==> src/rtl/rsq_pkg.sv <==
package rsq_pkg;
  // Controller modes of the sequencer
  typedef enum logic [1:0] {
    MODE_RESET = 2'd0,  // internal reset held
    MODE_WAIT  = 2'd1,  // released, waiting for the fetch slot
    MODE_RUN   = 2'd2   // normal running
  } seq_mode_e;

  // Position of a (state, phase) pair inside the machine cycle, 1-based inputs
  function automatic int slot_pos(input int st, input int ph, input int n_ph);
    return (st - 1) * n_ph + (ph - 1);
  endfunction
endpackage

==> src/rtl/rsq_phase_ctr.sv <==
module rsq_phase_ctr #(
  parameter int N_STATES = 6,
  parameter int N_PHASES = 2,
  localparam int POS_N = N_STATES * N_PHASES,
  localparam int POS_W = $clog2(POS_N),
  localparam int ST_W  = $clog2(N_STATES + 1),
  localparam int PH_W  = (N_PHASES > 1) ? $clog2(N_PHASES) : 1
) (
  input  logic             clk,
  input  logic             por_n,
  output logic [POS_W-1:0] pos,
  output logic [ST_W-1:0]  state_num,
  output logic [PH_W-1:0]  phase_idx
);
  localparam int SI_W = (N_STATES > 1) ? $clog2(N_STATES) : 1;
  localparam logic [SI_W-1:0] ST_LAST = SI_W'(N_STATES - 1);
  localparam logic [PH_W-1:0] PH_LAST = PH_W'(N_PHASES - 1);

  logic [SI_W-1:0] st_q;
  logic [PH_W-1:0] ph_q;

  // Free-running: only power-on clears it
  always_ff @(posedge clk or negedge por_n) begin
    if (!por_n) begin
      st_q <= '0;
      ph_q <= '0;
    end else if (ph_q == PH_LAST) begin
      ph_q <= '0;
      st_q <= (st_q == ST_LAST) ? '0 : st_q + 1'b1;
    end else begin
      ph_q <= ph_q + 1'b1;
    end
  end

  always_comb begin
    pos       = POS_W'(st_q) * POS_W'(N_PHASES) + POS_W'(ph_q);
    state_num = ST_W'(st_q) + 1'b1;
    phase_idx = ph_q;
  end
endmodule

==> src/rtl/rsq_sync.sv <==
module rsq_sync #(
  parameter int   STAGES   = 2,
  parameter logic RST_VAL  = 1'b1
) (
  input  logic clk,
  input  logic por_n,
  input  logic d_async,
  output logic q_sync
);
  logic [STAGES-1:0] chain;

  generate
    for (genvar g = 0; g < STAGES; g++) begin : g_stage
      if (g == 0) begin : g_first
        always_ff @(posedge clk or negedge por_n) begin
          if (!por_n) chain[0] <= RST_VAL;
          else        chain[0] <= d_async;
        end
      end else begin : g_next
        always_ff @(posedge clk or negedge por_n) begin
          if (!por_n) chain[g] <= RST_VAL;
          else        chain[g] <= chain[g-1];
        end
      end
    end
  endgenerate

  assign q_sync = chain[STAGES-1];
endmodule

==> src/rtl/rsq_ctrl.sv <==
module rsq_ctrl
  import rsq_pkg::*;
#(
  parameter int RST_CYCLES = 2
) (
  input  logic      clk,
  input  logic      por_n,
  input  logic      at_sample,
  input  logic      at_fetch,
  input  logic      req_sync,
  output logic      int_rst,
  output logic      addr_oe,
  output logic      running
);
  localparam int CNT_W = $clog2(RST_CYCLES + 1);
  localparam logic [CNT_W-1:0] CNT_DONE = CNT_W'(RST_CYCLES - 1);

  seq_mode_e        mode_q;
  logic [CNT_W-1:0] cnt_q;
  logic             proc_done;

  // Sample slots seen since entry: done once RST_CYCLES-1 further slots passed
  assign proc_done = (cnt_q >= CNT_DONE);

  always_ff @(posedge clk or negedge por_n) begin
    if (!por_n) begin
      mode_q <= MODE_RESET;
      cnt_q  <= '0;
    end else begin
      unique case (mode_q)
        MODE_RESET: begin
          if (at_sample) begin
            if (proc_done && !req_sync) mode_q <= MODE_WAIT;
            else if (!proc_done)        cnt_q  <= cnt_q + 1'b1;
          end
        end
        MODE_WAIT: begin
          if (at_sample && req_sync) begin
            mode_q <= MODE_RESET;
            cnt_q  <= '0;
          end else if (at_fetch) begin
            mode_q <= MODE_RUN;
          end
        end
        MODE_RUN: begin
          if (at_sample && req_sync) begin
            mode_q <= MODE_RESET;
            cnt_q  <= '0;
          end
        end
        default: begin
          mode_q <= MODE_RESET;
          cnt_q  <= '0;
        end
      endcase
    end
  end

  always_comb begin
    int_rst = (mode_q == MODE_RESET);
    addr_oe = (mode_q == MODE_WAIT) && at_fetch;
    running = (mode_q == MODE_RUN);
  end
endmodule

==> src/rtl/rsq_ale_gen.sv <==
module rsq_ale_gen #(
  parameter int POS_N  = 12,
  parameter int HI_A   = 1,
  parameter int HI_B   = 7,
  parameter int HI_LEN = 2,
  localparam int POS_W = $clog2(POS_N)
) (
  input  logic [POS_W-1:0] pos,
  input  logic             running,
  output logic             ale
);
  logic [1:0][HI_LEN-1:0] hit;

  generate
    for (genvar k = 0; k < HI_LEN; k++) begin : g_win
      assign hit[0][k] = (pos == POS_W'((HI_A + k) % POS_N));
      assign hit[1][k] = (pos == POS_W'((HI_B + k) % POS_N));
    end
  endgenerate

  // Held high outside normal running
  assign ale = running ? (|hit) : 1'b1;
endmodule

==> src/rtl/mc_reset_seq.sv <==
module mc_reset_seq
  import rsq_pkg::*;
#(
  parameter int N_STATES     = 6,
  parameter int N_PHASES     = 2,
  parameter int SYNC_STAGES  = 2,
  parameter int RST_CYCLES   = 2,
  parameter int SAMPLE_STATE = 5,
  parameter int SAMPLE_PHASE = 2,
  parameter int FETCH_STATE  = 5,
  parameter int FETCH_PHASE  = 1,
  parameter int PORT_W       = 8,
  localparam int ST_W = $clog2(N_STATES + 1),
  localparam int PH_W = (N_PHASES > 1) ? $clog2(N_PHASES) : 1
) (
  input  logic              clk,
  input  logic              por_n,
  input  logic              rst_in,
  input  logic [PORT_W-1:0] port_in,
  output logic              int_rst,
  output logic [ST_W-1:0]   state,
  output logic [PH_W-1:0]   phase,
  output logic              addr_oe,
  output logic              ale,
  output logic [PORT_W-1:0] port_out
);
  localparam int POS_N      = N_STATES * N_PHASES;
  localparam int POS_W      = $clog2(POS_N);
  localparam int SAMPLE_POS = slot_pos(SAMPLE_STATE, SAMPLE_PHASE, N_PHASES);
  localparam int FETCH_POS  = slot_pos(FETCH_STATE, FETCH_PHASE, N_PHASES);
  // ALE windows: one ending at the fetch slot, one half a cycle earlier
  localparam int ALE_B      = FETCH_POS - 1;
  localparam int ALE_A      = (ALE_B + POS_N - POS_N / 2) % POS_N;

  logic [POS_W-1:0] pos;
  logic             req_sync;
  logic             at_sample;
  logic             at_fetch;
  logic             running;

  rsq_phase_ctr #(.N_STATES(N_STATES), .N_PHASES(N_PHASES)) u_ctr (
    .clk(clk), .por_n(por_n), .pos(pos), .state_num(state), .phase_idx(phase)
  );

  rsq_sync #(.STAGES(SYNC_STAGES), .RST_VAL(1'b1)) u_sync (
    .clk(clk), .por_n(por_n), .d_async(rst_in), .q_sync(req_sync)
  );

  assign at_sample = (pos == POS_W'(SAMPLE_POS));
  assign at_fetch  = (pos == POS_W'(FETCH_POS));

  rsq_ctrl #(.RST_CYCLES(RST_CYCLES)) u_ctrl (
    .clk(clk), .por_n(por_n), .at_sample(at_sample), .at_fetch(at_fetch),
    .req_sync(req_sync), .int_rst(int_rst), .addr_oe(addr_oe), .running(running)
  );

  rsq_ale_gen #(.POS_N(POS_N), .HI_A(ALE_A), .HI_B(ALE_B), .HI_LEN(2)) u_ale (
    .pos(pos), .running(running), .ale(ale)
  );

  assign port_out = int_rst ? {PORT_W{1'b1}} : port_in;
endmodule

==> config.mk <==
export PLATFORM = sky130hd
export DESIGN_NAME = mc_reset_seq
export DESIGN_NICKNAME = d
export VERILOG_FILES = /design/src/rtl/rsq_pkg.sv /design/src/rtl/rsq_phase_ctr.sv /design/src/rtl/rsq_sync.sv /design/src/rtl/rsq_ctrl.sv /design/src/rtl/rsq_ale_gen.sv /design/src/rtl/mc_reset_seq.sv
export SDC_FILE = /design/constraint.sdc
export NUM_CORES = 1
export LEC_CHECK = 0
export BUFFER_PORTS_ARGS = -buffer_cell sky130_fd_sc_hd__buf_4
export CAP_MARGIN = 15
export CELL_PAD_IN_SITES_DETAIL_PLACEMENT = 1
export CELL_PAD_IN_SITES_GLOBAL_PLACEMENT = 2
export CORE_MARGIN = 8
export CORE_UTILIZATION = 27
export DETAILED_ROUTE_END_ITERATION = 6
export GPL_TIMING_DRIVEN = 0
export HOLD_SLACK_MARGIN = 0.12
export PLACE_DENSITY_LB_ADDON = 0.05
export SYNTH_ARGS = -nofsm -noshare
export SYNTH_HDL_FRONTEND = slang
export SYNTH_HIERARCHICAL = 1
export SYNTH_SLANG_ARGS = --single-unit
export TNS_END_PERCENT = 1
==> constraint.sdc <==
create_clock -name clk -period 1.72 [get_ports clk]
set_input_delay 0.172 -clock clk [delete_from_list [all_inputs] [get_ports clk]]
set_output_delay 0.172 -clock clk [all_outputs]
set_load 0.01 [all_outputs]
==> flow_metrics.py, run 1 <==
metrics = {
    "worst_hold_path": {
        "hp-class": "in2async",
    },
    "global_routing": {
        "first_global_vias": 611,
        "grt_use_total": 0.0846,
        "grt_pass1_wl_um": 2840,
        "grt_max_degree": 16,
        "grt_antenna_before_repair": 0,
        "gr-total-overflow": 0,
    },
    "critical_path": {
        "worst-path-max-fanout": 6,
        "r2r-end": "u_ctrl/mode_q[1]",
        "rrSetupSlack_ns": 0.08,
        "reg2reg_depth": 4,
        "path_class": "reg2out",
        "cp.arrival_ns": 1.48,
        "crit_chain": "or4b_1 -> o211ai_1 -> buf_4",
        "critPathRequiredTime_ns": 1.55,
        "worst_setup_path_start_kind": "register",
        "cpMaxStageDelayCell": "or4b_1",
        "rr_startpoint": "u_ctr/st_q[0]",
        "crit_buf_inv": 1,
        "crit_family": "simple AND/OR/NAND/NOR gates",
        "critical-path-max-stage-delay_ns": 0.51,
        "cp-end-kind": "output port",
    },
    "placed_design": {
        "io_buffer_count": 25,
        "gp_congestion": 0.700,
        "hpwl_um": 1350,
        "dpl_cell_area_um2": 902,
    },
    "cts": {
        "cts.sinks": 10,
        "cts_max_path_buffers": 2,
        "clk_latency_ns": 0.27,
        "cts_tree": "built",
        "cts-root-buf": "clkbuf_4",
        "cts_buffers": 3,
        "htree_levels": 1,
        "clkSlewWorstSetupHoldPaths_ns": 0.07,
    },
    "power_and_ir_drop": {
        "peakVddDrop_mv": 0.452,
        "p_int_uw": 632,
        "switchingPower_uw": 380,
        "switching_share": 0.375,
        "p_leak_uw": 0.000462,
        "p_total_uw": 1010,
        "power.share.sequential": 0.299,
        "comb_power_share": 0.528,
        "power.share.clock": 0.172,
        "powerDensity_mw_per_mm2": 1030,
    },
    "finish": {
        "drive_gt1_frac": 0.441,
        "layout.nets": 122,
        "n_antenna_cell": 0,
        "fin_area_um2": 983,
        "area_growth_pct": 45.3,
    },
    "detailed_routing": {
        "routed_wl_um": 1760,
        "drt_iter0_drc": 7,
        "post_drt_wl_per_cell_um": 13.3,
        "num_vias": 596,
        "drc": 0,
        "viasPerCell": 4.52,
        "ant_nets": 0,
        "firstDrtPassIters": 2,
    },
    "floorplan": {
        "die-area_mm2": 0.00437,
        "io_pins": 26,
        "start_util": 0.278,
        "die_w_um": 66.1,
        "num_rows": 18,
        "fp.dieH_um": 66.1,
        "core_mm2": 0.00243,
    },
    "flow_run": {
        "max-cap-violations": 0,
    },
    "timing": {
        "skew_ns": 0.00196,
        "period_share": 0.963,
        "min_period_ns": 1.66,
        "whs_ns": 0.263,
        "drv_slew": 0,
        "worst_pin_slew_ns": 0.328,
        "maxSlewHeadroom": 0.781,
        "clock.fmax_ghz": 0.604,
        "finalSetupViolCount": 0,
        "hold_violations": 0,
    },
    "yosys": {
        "synth_edf_count": 0,
        "avgSynthCellArea_um2": 10.1,
        "synthFlopType": "dfrtp_1",
        "synth.top_cell.area_share": 0.296,
        "syn_area_um2": 677,
        "ys_seq_area_frac": 0.373,
        "synth_nets": 86,
        "synth-async-reset-ratio": 1.00,
        "synth_area_leaders": "dfrtp_1, ha_1, dfstp_2",
        "syn-instance-count": 67,
        "netlist_top_cells_count": "dfrtp_1, ha_1, inv_1, or2_1",
        "synth_top_cell_by_area": "dfrtp_1",
        "yosys_register_bits": 10,
        "synth.distinct_cells": 32,
        "synth_warnings": 6,
    },
    "outcome": {
        "status": "completed",
    },
}
[placed cells by master, fill, tap and decap left out]
master,Yosys,layout
or4b_1,1,1
o21ai_0,2,2
o211ai_1,2,2
dfstp_2,2,2
mux2i_1,1,1
clkbuf_1,0,1
nor3b_1,1,1
ha_2,0,1
dlygate4sd3_1,0,2
dfrtp_2,0,4
inv_1,8,8
and4bb_2,1,1
a21boi_1,1,1
or2_1,8,8
nor2_1,1,1
or3b_1,1,1
xnor2_1,1,1
clkbuf_2,0,1
dfrtp_1,8,4
buf_4,1,29
nand2b_1,2,2
ha_1,8,7
and2_1,1,1
nor2b_1,2,2
a31oi_1,1,1
o21a_1,1,1
xor2_1,1,1
a22o_1,1,1
nand2_1,2,2
a22oi_1,1,1
a21oi_1,1,1
nor4b_2,1,1
o22a_2,1,1
clkbuf_4,0,3
nand3_1,2,2
mux2_2,1,1
a21oi_2,1,1
o21ai_1,1,1
[timing repair]
item	4_1_cts	5_1_grt
buffers inserted	1	4
resized for setup	4	1
endpoints found under the hold margin	11	0
pin swaps	1	1
endpoints found under the setup margin	11	3
hold buffers	2	0
[sequential cells by signal, summed over array words and instances, names as in the netlist]
register,flops
u_ctr/phase_idx,1
u_sync/q_sync,1
u_ctr/st_q,3
u_ctrl/mode_q,2
u_ctrl/cnt_q,2
u_sync/chain,1
[through the flow]
step	cells	utilization	worst slack (ns)	setup TNS, ns
2_1_floorplan	67	-	0.0846	0
3_3_place_gp	122	0.371	-0.0246	-0.0246
3_5_place_dp	122	0.371	-0.0781	-0.0781
4_1_cts	128	0.392	0.00794	0
5_1_grt	132	0.404	-0.0142	-0.0142
6_report	132	0.404	0.0637	0
[worst max-delay path by stage]
stage | cells after the start | startpoint | to | slack (ns)
after global routing | 5 | u_ctr/st_q[0] | ale | -0.01
after floorplan | 5 | u_ctr/phase_idx | u_ctrl/mode_q[1] | 0.08
final | 3 | u_ctr/phase_idx | ale | 0.06
after CTS | 3 | u_ctr/st_q[0] | ale | 0.008
after detailed placement | 5 | u_ctr/phase_idx | u_ctrl/mode_q[1] | -0.08
after global placement | 5 | u_ctr/phase_idx | u_ctrl/mode_q[1] | -0.02
[final cells by class]
| cell class | instances | area (um2) |
|---|---|---|
| Fill cell | 293 | 1450 |
| Clock buffer | 4 | 26.3 |
| Timing Repair Buffer | 32 | 243 |
| Inverter | 8 | 30.0 |
| Sequential cell | 10 | 258 |
| Multi-Input combinational cell | 48 | 389 |
| Tap cell | 30 | 37.5 |
[kinds of logic (layout without fill, tap and decap cells)]
| family | count (synthesis) | after routing | share of synthesized area |
|---|---|---|---|
| buf+inv | 9 | 44 | 0.0555 |
| flops | 10 | 10 | 0.373 |
| compound gates | 13 | 13 | 0.135 |
| mux | 2 | 2 | 0.0314 |
| simple gates | 23 | 23 | 0.231 |
| xor+xnor | 2 | 2 | 0.0259 |
| fa+ha+maj | 8 | 8 | 0.148 |
[worst register-to-register path, cell delays in order (launching register included)]
cell      delay (ns)
dfrtp_2         0.44
and4bb_2        0.33
or3b_1          0.38
a21oi_2         0.19
mux2i_1         0.22
[power by group through the flow]
stage	clock, uW	combinational, uW	sequential [uW]
after global routing	196	602	307
after floorplan	0	327	300
after detailed placement	0	540	307
after CTS	189	550	303
final	174	534	303
after global placement	0	527	304
[per-layer routing]
layer	vias to the layer above	wire (um)	GRT usage
met1	281	767	0.0904
met3	4	77	0.0237
li1	298	-	-
met2	13	884	0.139
met5	-	0	0
met4	0	33	0.0640
Power figures use the tool's default switching activity.
==> run 2: changes to the inputs <==
- SETUP_SLACK_MARGIN: not set -> 0.1
==> run 2 against run 1 <==
- global-route usage fell by 0.46 points
- clock power fell by 6%
- count of clock-buffer cells in the layout did not move
- largest power group unchanged
- largest cell class unchanged
- critical endpoint unchanged
- non-clock buffer count did not move
- die area did not move
==> flow_metrics.py, run 2 (synthesis gave the netlist of run 1 again) <==
metrics = {
    "finish": {
        "layout.nets": 122,
        "fill_cells": 295,
        "largest_registers": "u_ctr/st_q x3, u_ctrl/cnt_q x2, u_ctrl/mode_q x2",
        "final_cell_mix": "buf_4, or2_1, inv_1",
        "n_antenna_cell": 0,
        "top_register": "u_ctr/st_q",
        "final_common_cell": "buf_4",
        "fin_area_mm2": 0.00101,
        "drive_gt1_frac": 0.461,
        "largest_reg_flops": 3,
        "area_growth_pct": 49.9,
        "final_cells": 132,
    },
    "timing": {
        "fin_ws_ns": 0.0435,
        "skew_ns": 0.00763,
        "finalSetupViolCount": 0,
        "clock.fmax_ghz": 0.596,
        "drv_slew": 0,
        "period_share": 0.975,
        "worst_pin_slew_ns": 0.226,
        "maxSlewHeadroom": 0.849,
        "rsz0062_at_grt": "yes",
        "min_period_ns": 1.68,
        "hold_violations": 0,
    },
    "global_routing": {
        "first_global_vias": 673,
        "grt_max_degree": 16,
        "gr-total-overflow": 0,
        "grt_use_total": 0.0800,
        "grt_antenna_before_repair": 0,
        "grt_pass1_wl_um": 2910,
    },
    "critical_path": {
        "rr_startpoint": "u_ctr/st_q[0]",
        "cp-end-kind": "output port",
        "r2r-end": "u_ctrl/mode_q[1]",
        "reg2reg_depth": 4,
        "cp.arrival_ns": 1.50,
        "worst-path-max-fanout": 5,
        "rrSetupSlack_ns": 0.08,
        "path_class": "reg2out",
        "worst_setup_path_start_kind": "register",
        "critPathRequiredTime_ns": 1.55,
    },
    "power_and_ir_drop": {
        "p_total_uw": 1070,
        "peakVddDrop_mv": 0.626,
        "p_leak_uw": 0.000469,
        "powerDensity_mw_per_mm2": 1050,
    },
    "detailed_routing": {
        "num_vias": 607,
        "routed_wl_um": 1680,
        "firstDrtPassIters": 4,
        "ant_nets": 0,
        "post_drt_wl_per_cell_um": 12.8,
        "drt_iter0_drc": 6,
        "drc": 0,
        "viasPerCell": 4.60,
    },
    "cts": {
        "clk_latency_ns": 0.26,
        "clkSlewWorstSetupHoldPaths_ns": 0.07,
        "cts.sinks": 10,
        "cts-root-buf": "clkbuf_4",
        "htree_levels": 1,
        "cts_max_path_buffers": 2,
        "cts_tree": "built",
        "cts_buffers": 3,
    },
    "floorplan": {
        "fp.dieH_um": 66.1,
        "die_w_um": 66.1,
        "num_rows": 18,
        "core_mm2": 0.00243,
        "io_pins": 26,
        "die-area_mm2": 0.00437,
        "start_util": 0.278,
    },
    "worst_hold_path": {
        "hp-class": "in2async",
    },
    "flow_run": {
        "max-cap-violations": 0,
    },
    "placed_design": {
        "io_buffer_count": 25,
        "dpl_cell_area_um2": 903,
        "placedCellCount": 122,
        "hpwl_um": 1280,
        "place_ws_ns": 0.0228,
        "gp_congestion": 0.714,
    },
    "outcome": {
        "status": "completed",
    },
}
[run 2: timing repair]
action | 4_1_cts | 5_1_grt
setup endpoints to repair | 13 | 14
hold buffers | 2 | 0
resized for setup | 4 | 5
hold endpoints to repair | 11 | 0
buffers inserted | 1 | 3
pin swaps | 4 | 3
[run 2: routing by layer]
metal | part of all wire | up-vias | routed length, um | global-route usage
met5 | 0 | - | 0 | 0
met4 | 0.0048 | 0 | 8 | 0.0320
met3 | 0.065 | 2 | 110 | 0.0169
met2 | 0.48 | 14 | 809 | 0.141
met1 | 0.45 | 293 | 755 | 0.0912
li1 | - | 298 | - | -
[run 2: through the flow]
step           hold slack, ns  setup TNS, ns  utilization
6_report                0.266              0        0.417
3_5_place_dp          0.00870              0        0.371
4_1_cts                 0.264              0        0.397
5_1_grt                 0.275       -0.00981        0.417
2_1_floorplan          -0.124              0            -
3_3_place_gp          0.00882              0        0.371
[run 2: layout make-up]
| cell class | instances | area [um2] | share of cell area |
|---|---|---|---|
| inverter | 8 | 30.0 | 0.0296 |
| buffer | 1 | 11.3 | 0.0111 |
| sequential | 10 | 258 | 0.254 |
| clock buffer | 4 | 26.3 | 0.0259 |
| tap | 30 | 37.5 | 0.0370 |
| multi-input combinational | 48 | 414 | 0.408 |
| timing repair buffer | 31 | 238 | 0.234 |
[run 2: critical path, stage by stage (launching register included)]
cell	delay, ns
dfrtp_2	0.41
buf_6	0.13
or4b_1	0.46
o211ai_1	0.10
buf_4	0.15
[run 2: power by group]
group | leakage, uW | total (uW) | internal (uW) | switching [uW]
Combinational | 0.000335 | 603 | 308 | 295
Clock | 0.0000150 | 163 | 89.2 | 73.6
Sequential | 0.000119 | 300 | 279 | 21.0
Total | 0.000469 | 1070 | 676 | 390
[run 2: worst max-delay path by stage]
stage	slack, ns	to	from
final	0.04	ale	u_ctr/phase_idx
after global routing	-0.01	ale	u_ctr/phase_idx
after CTS	0.02	ale	u_ctr/phase_idx
after detailed placement	0.02	u_ctrl/mode_q[1]	u_ctr/st_q[1]
after global placement	0.05	u_ctrl/mode_q[1]	u_ctr/st_q[1]
after floorplan	0.15	u_ctrl/mode_q[1]	u_ctr/phase_idx
==> run 3: changes to the inputs <==
- ABC_AREA: not set -> 1
- CORE_UTILIZATION: 27 -> 24
==> run 3 against run 2 <==
- hold slack improved by 0.0035 ns
- synthesized cell count rose by 60%
- flip-flop and latch count did not move
- worst setup slack improved by 0.13 ns
- critical path type unchanged
- first-iteration DRC count rose by 130%
==> flow_metrics.py, run 3 <==
metrics = {
    "outcome": {
        "status": "completed",
    },
    "floorplan": {
        "io_pins": 26,
        "die_w_um": 70.9,
        "fp.dieH_um": 70.9,
        "core_mm2": 0.00295,
        "die-area_mm2": 0.00503,
        "start_util": 0.245,
        "num_rows": 20,
    },
    "critical_path": {
        "cp-end-kind": "output port",
        "r2r-end": "u_ctrl/cnt_q[0]",
        "cp.arrival_ns": 1.38,
        "critPathRequiredTime_ns": 1.55,
        "worst_setup_path_start_kind": "register",
        "reg2reg_depth": 8,
        "rr_startpoint": "u_ctr/st_q[1]",
        "path_class": "reg2out",
        "worst-path-max-fanout": 15,
        "rrSetupSlack_ns": 0.35,
    },
    "finish": {
        "layout.nets": 158,
        "largest_reg_flops": 3,
        "register_area_um2": 254,
        "fill_cells": 391,
        "final_cell_mix": "nand2_1, buf_4, inv_1",
        "drive_gt1_frac": 0.268,
        "n_antenna_cell": 0,
        "final_common_cell": "nand2_1",
        "final_util": 0.347,
        "multi_input_area_um2": 399,
        "area_growth_pct": 41.7,
        "largest_registers": "u_ctr/st_q x3, u_ctrl/cnt_q x2, u_ctrl/mode_q x2",
        "top_register": "u_ctr/st_q",
    },
    "power_and_ir_drop": {
        "powerDensity_mw_per_mm2": 1110,
        "peakVddDrop_mv": 0.416,
        "p_leak_uw": 0.000553,
    },
    "yosys": {
        "ys_seq_area_frac": 0.349,
        "yosysMostFrequentCell": "nand2_1",
        "netlist_top_cells_count": "nand2_1, inv_1, nor2_1",
        "synthFlopType": "dfrtp_1",
        "synth_edf_count": 0,
        "synth-async-reset-ratio": 1.00,
        "synth_warnings": 6,
        "syn-instance-count": 107,
        "synth.top_cell.area_share": 0.277,
        "syn_area_um2": 723,
        "avgSynthCellArea_um2": 6.76,
        "synth_area_leaders": "dfrtp_1, nand2_1, ha_1",
        "yosys_register_bits": 10,
        "synth_top_cell_by_area": "dfrtp_1",
        "synth_nets": 126,
        "synth.distinct_cells": 13,
    },
    "cts": {
        "cts_setup_buffers": 0,
        "cts-root-buf": "clkbuf_4",
        "cts_max_path_buffers": 2,
        "cts_tree": "built",
        "clkSlewWorstSetupHoldPaths_ns": 0.07,
        "cts_buffers": 3,
        "cts.sinks": 10,
        "htree_levels": 1,
        "clk_latency_ns": 0.26,
    },
    "placed_design": {
        "io_buffer_count": 25,
        "gp_congestion": 0.688,
        "hpwl_um": 1570,
    },
    "detailed_routing": {
        "drt_iter0_drc": 14,
        "firstDrtPassIters": 3,
        "post_drt_wl_per_cell_um": 11.2,
        "drc": 0,
        "ant_nets": 0,
        "num_vias": 717,
        "viasPerCell": 4.19,
        "routed_wl_um": 1920,
    },
    "flow_run": {
        "max-cap-violations": 0,
    },
    "timing": {
        "finalSetupViolCount": 0,
        "rsz0062_at_grt": "yes",
        "drv_slew": 0,
        "maxSlewHeadroom": 0.836,
        "worst_pin_slew_ns": 0.247,
        "hold_violations": 0,
        "period_share": 0.900,
        "clock.fmax_ghz": 0.646,
        "min_period_ns": 1.55,
        "skew_ns": 0.00111,
        "totalNegativeSetupSlack_ns": 0,
    },
    "global_routing": {
        "grt_max_degree": 16,
        "gr-total-overflow": 0,
        "grt_use_total": 0.0835,
        "grt_pass1_wl_um": 3510,
        "grt_antenna_before_repair": 0,
        "first_global_vias": 785,
    },
    "worst_hold_path": {
        "hp-class": "in2async",
    },
}
run 3: cells by family (layout without fill, tap and decap cells):
logic type	after synthesis	in the layout	share of synthesized area
AO/OA/AOI/OAI	6	6	0.0415
adder cells (fa/ha/maj)	8	8	0.138
buffers and inverters	22	53	0.119
flip-flops	10	10	0.349
AND/OR/NAND/NOR	61	61	0.351
run 3: critical path, stage by stage, from the launching register on:
cell	delay, ns
dfrtp_1	0.40
inv_1	0.10
ha_4	0.22
or2_1	0.24
buf_4	0.14
run 3: worst max-delay path by stage:
stage / start / slack (ns) / endpoint / cells past startpoint
global route: u_ctrl/mode_q[1] / 0.08 / port_out[7] / 4
finish: u_ctrl/mode_q[0] / 0.17 / port_out[7] / 4
global placement: u_ctrl/mode_q[0] / 0.22 / u_ctrl/mode_q[0] / 8
floorplan: u_ctrl/mode_q[0] / 0.39 / u_ctrl/mode_q[0] / 8
detailed placement: u_ctrl/mode_q[0] / 0.17 / u_ctrl/mode_q[1] / 8
CTS: u_ctrl/mode_q[0] / 0.15 / port_out[7] / 4
run 3: layout make-up:
| class | instances | area share |
|---|---|---|
| timing repair buffer | 27 | 0.203 |
| multi-input combinational | 75 | 0.390 |
| clock buffer | 4 | 0.0354 |
| sequential | 10 | 0.248 |
| inverter | 21 | 0.0769 |
| tap | 33 | 0.0403 |
| buffer | 1 | 0.00733 |
run 3: metrics by stage:
step / cells / hold WS, ns / worst slack (ns) / power, uW / area [um2]
2_1_floorplan: 107 / -0.124 / 0.394 / 657 / 723
3_3_place_gp: 165 / 0.00929 / 0.223 / 867 / 952
3_5_place_dp: 165 / 0.0111 / 0.166 / 898 / 952
4_1_cts: 171 / 0.259 / 0.146 / 1170 / 1020
5_1_grt: 171 / 0.266 / 0.0770 / 1280 / 1020
6_report: 171 / 0.270 / 0.172 / 1140 / 1020
run 3: repair_timing:
action / in CTS / in global routing
gates resized for setup: 2 / 2
setup endpoints to repair: 9 / 11
endpoints found under the hold margin: 11 / 0
hold buffers: 2 / 0
run 3: metal layers:
| metal | global-route usage | vias to the layer above | wire length [um] |
|---|---|---|---|
| met5 | 0 | - | 0 |
| met4 | 0.0208 | 0 | 0 |
| met3 | 0.0226 | 0 | 63 |
| met2 | 0.144 | 7 | 1020 |
| met1 | 0.0991 | 335 | 835 |
| li1 | - | 375 | - |
run 3: report_power, final:
part           leakage [uW]  internal, uW  switching [uW]
logic              0.000410           282             338
clock network     0.0000210           128            85.3
registers          0.000123           277            27.9
total              0.000553           687             451
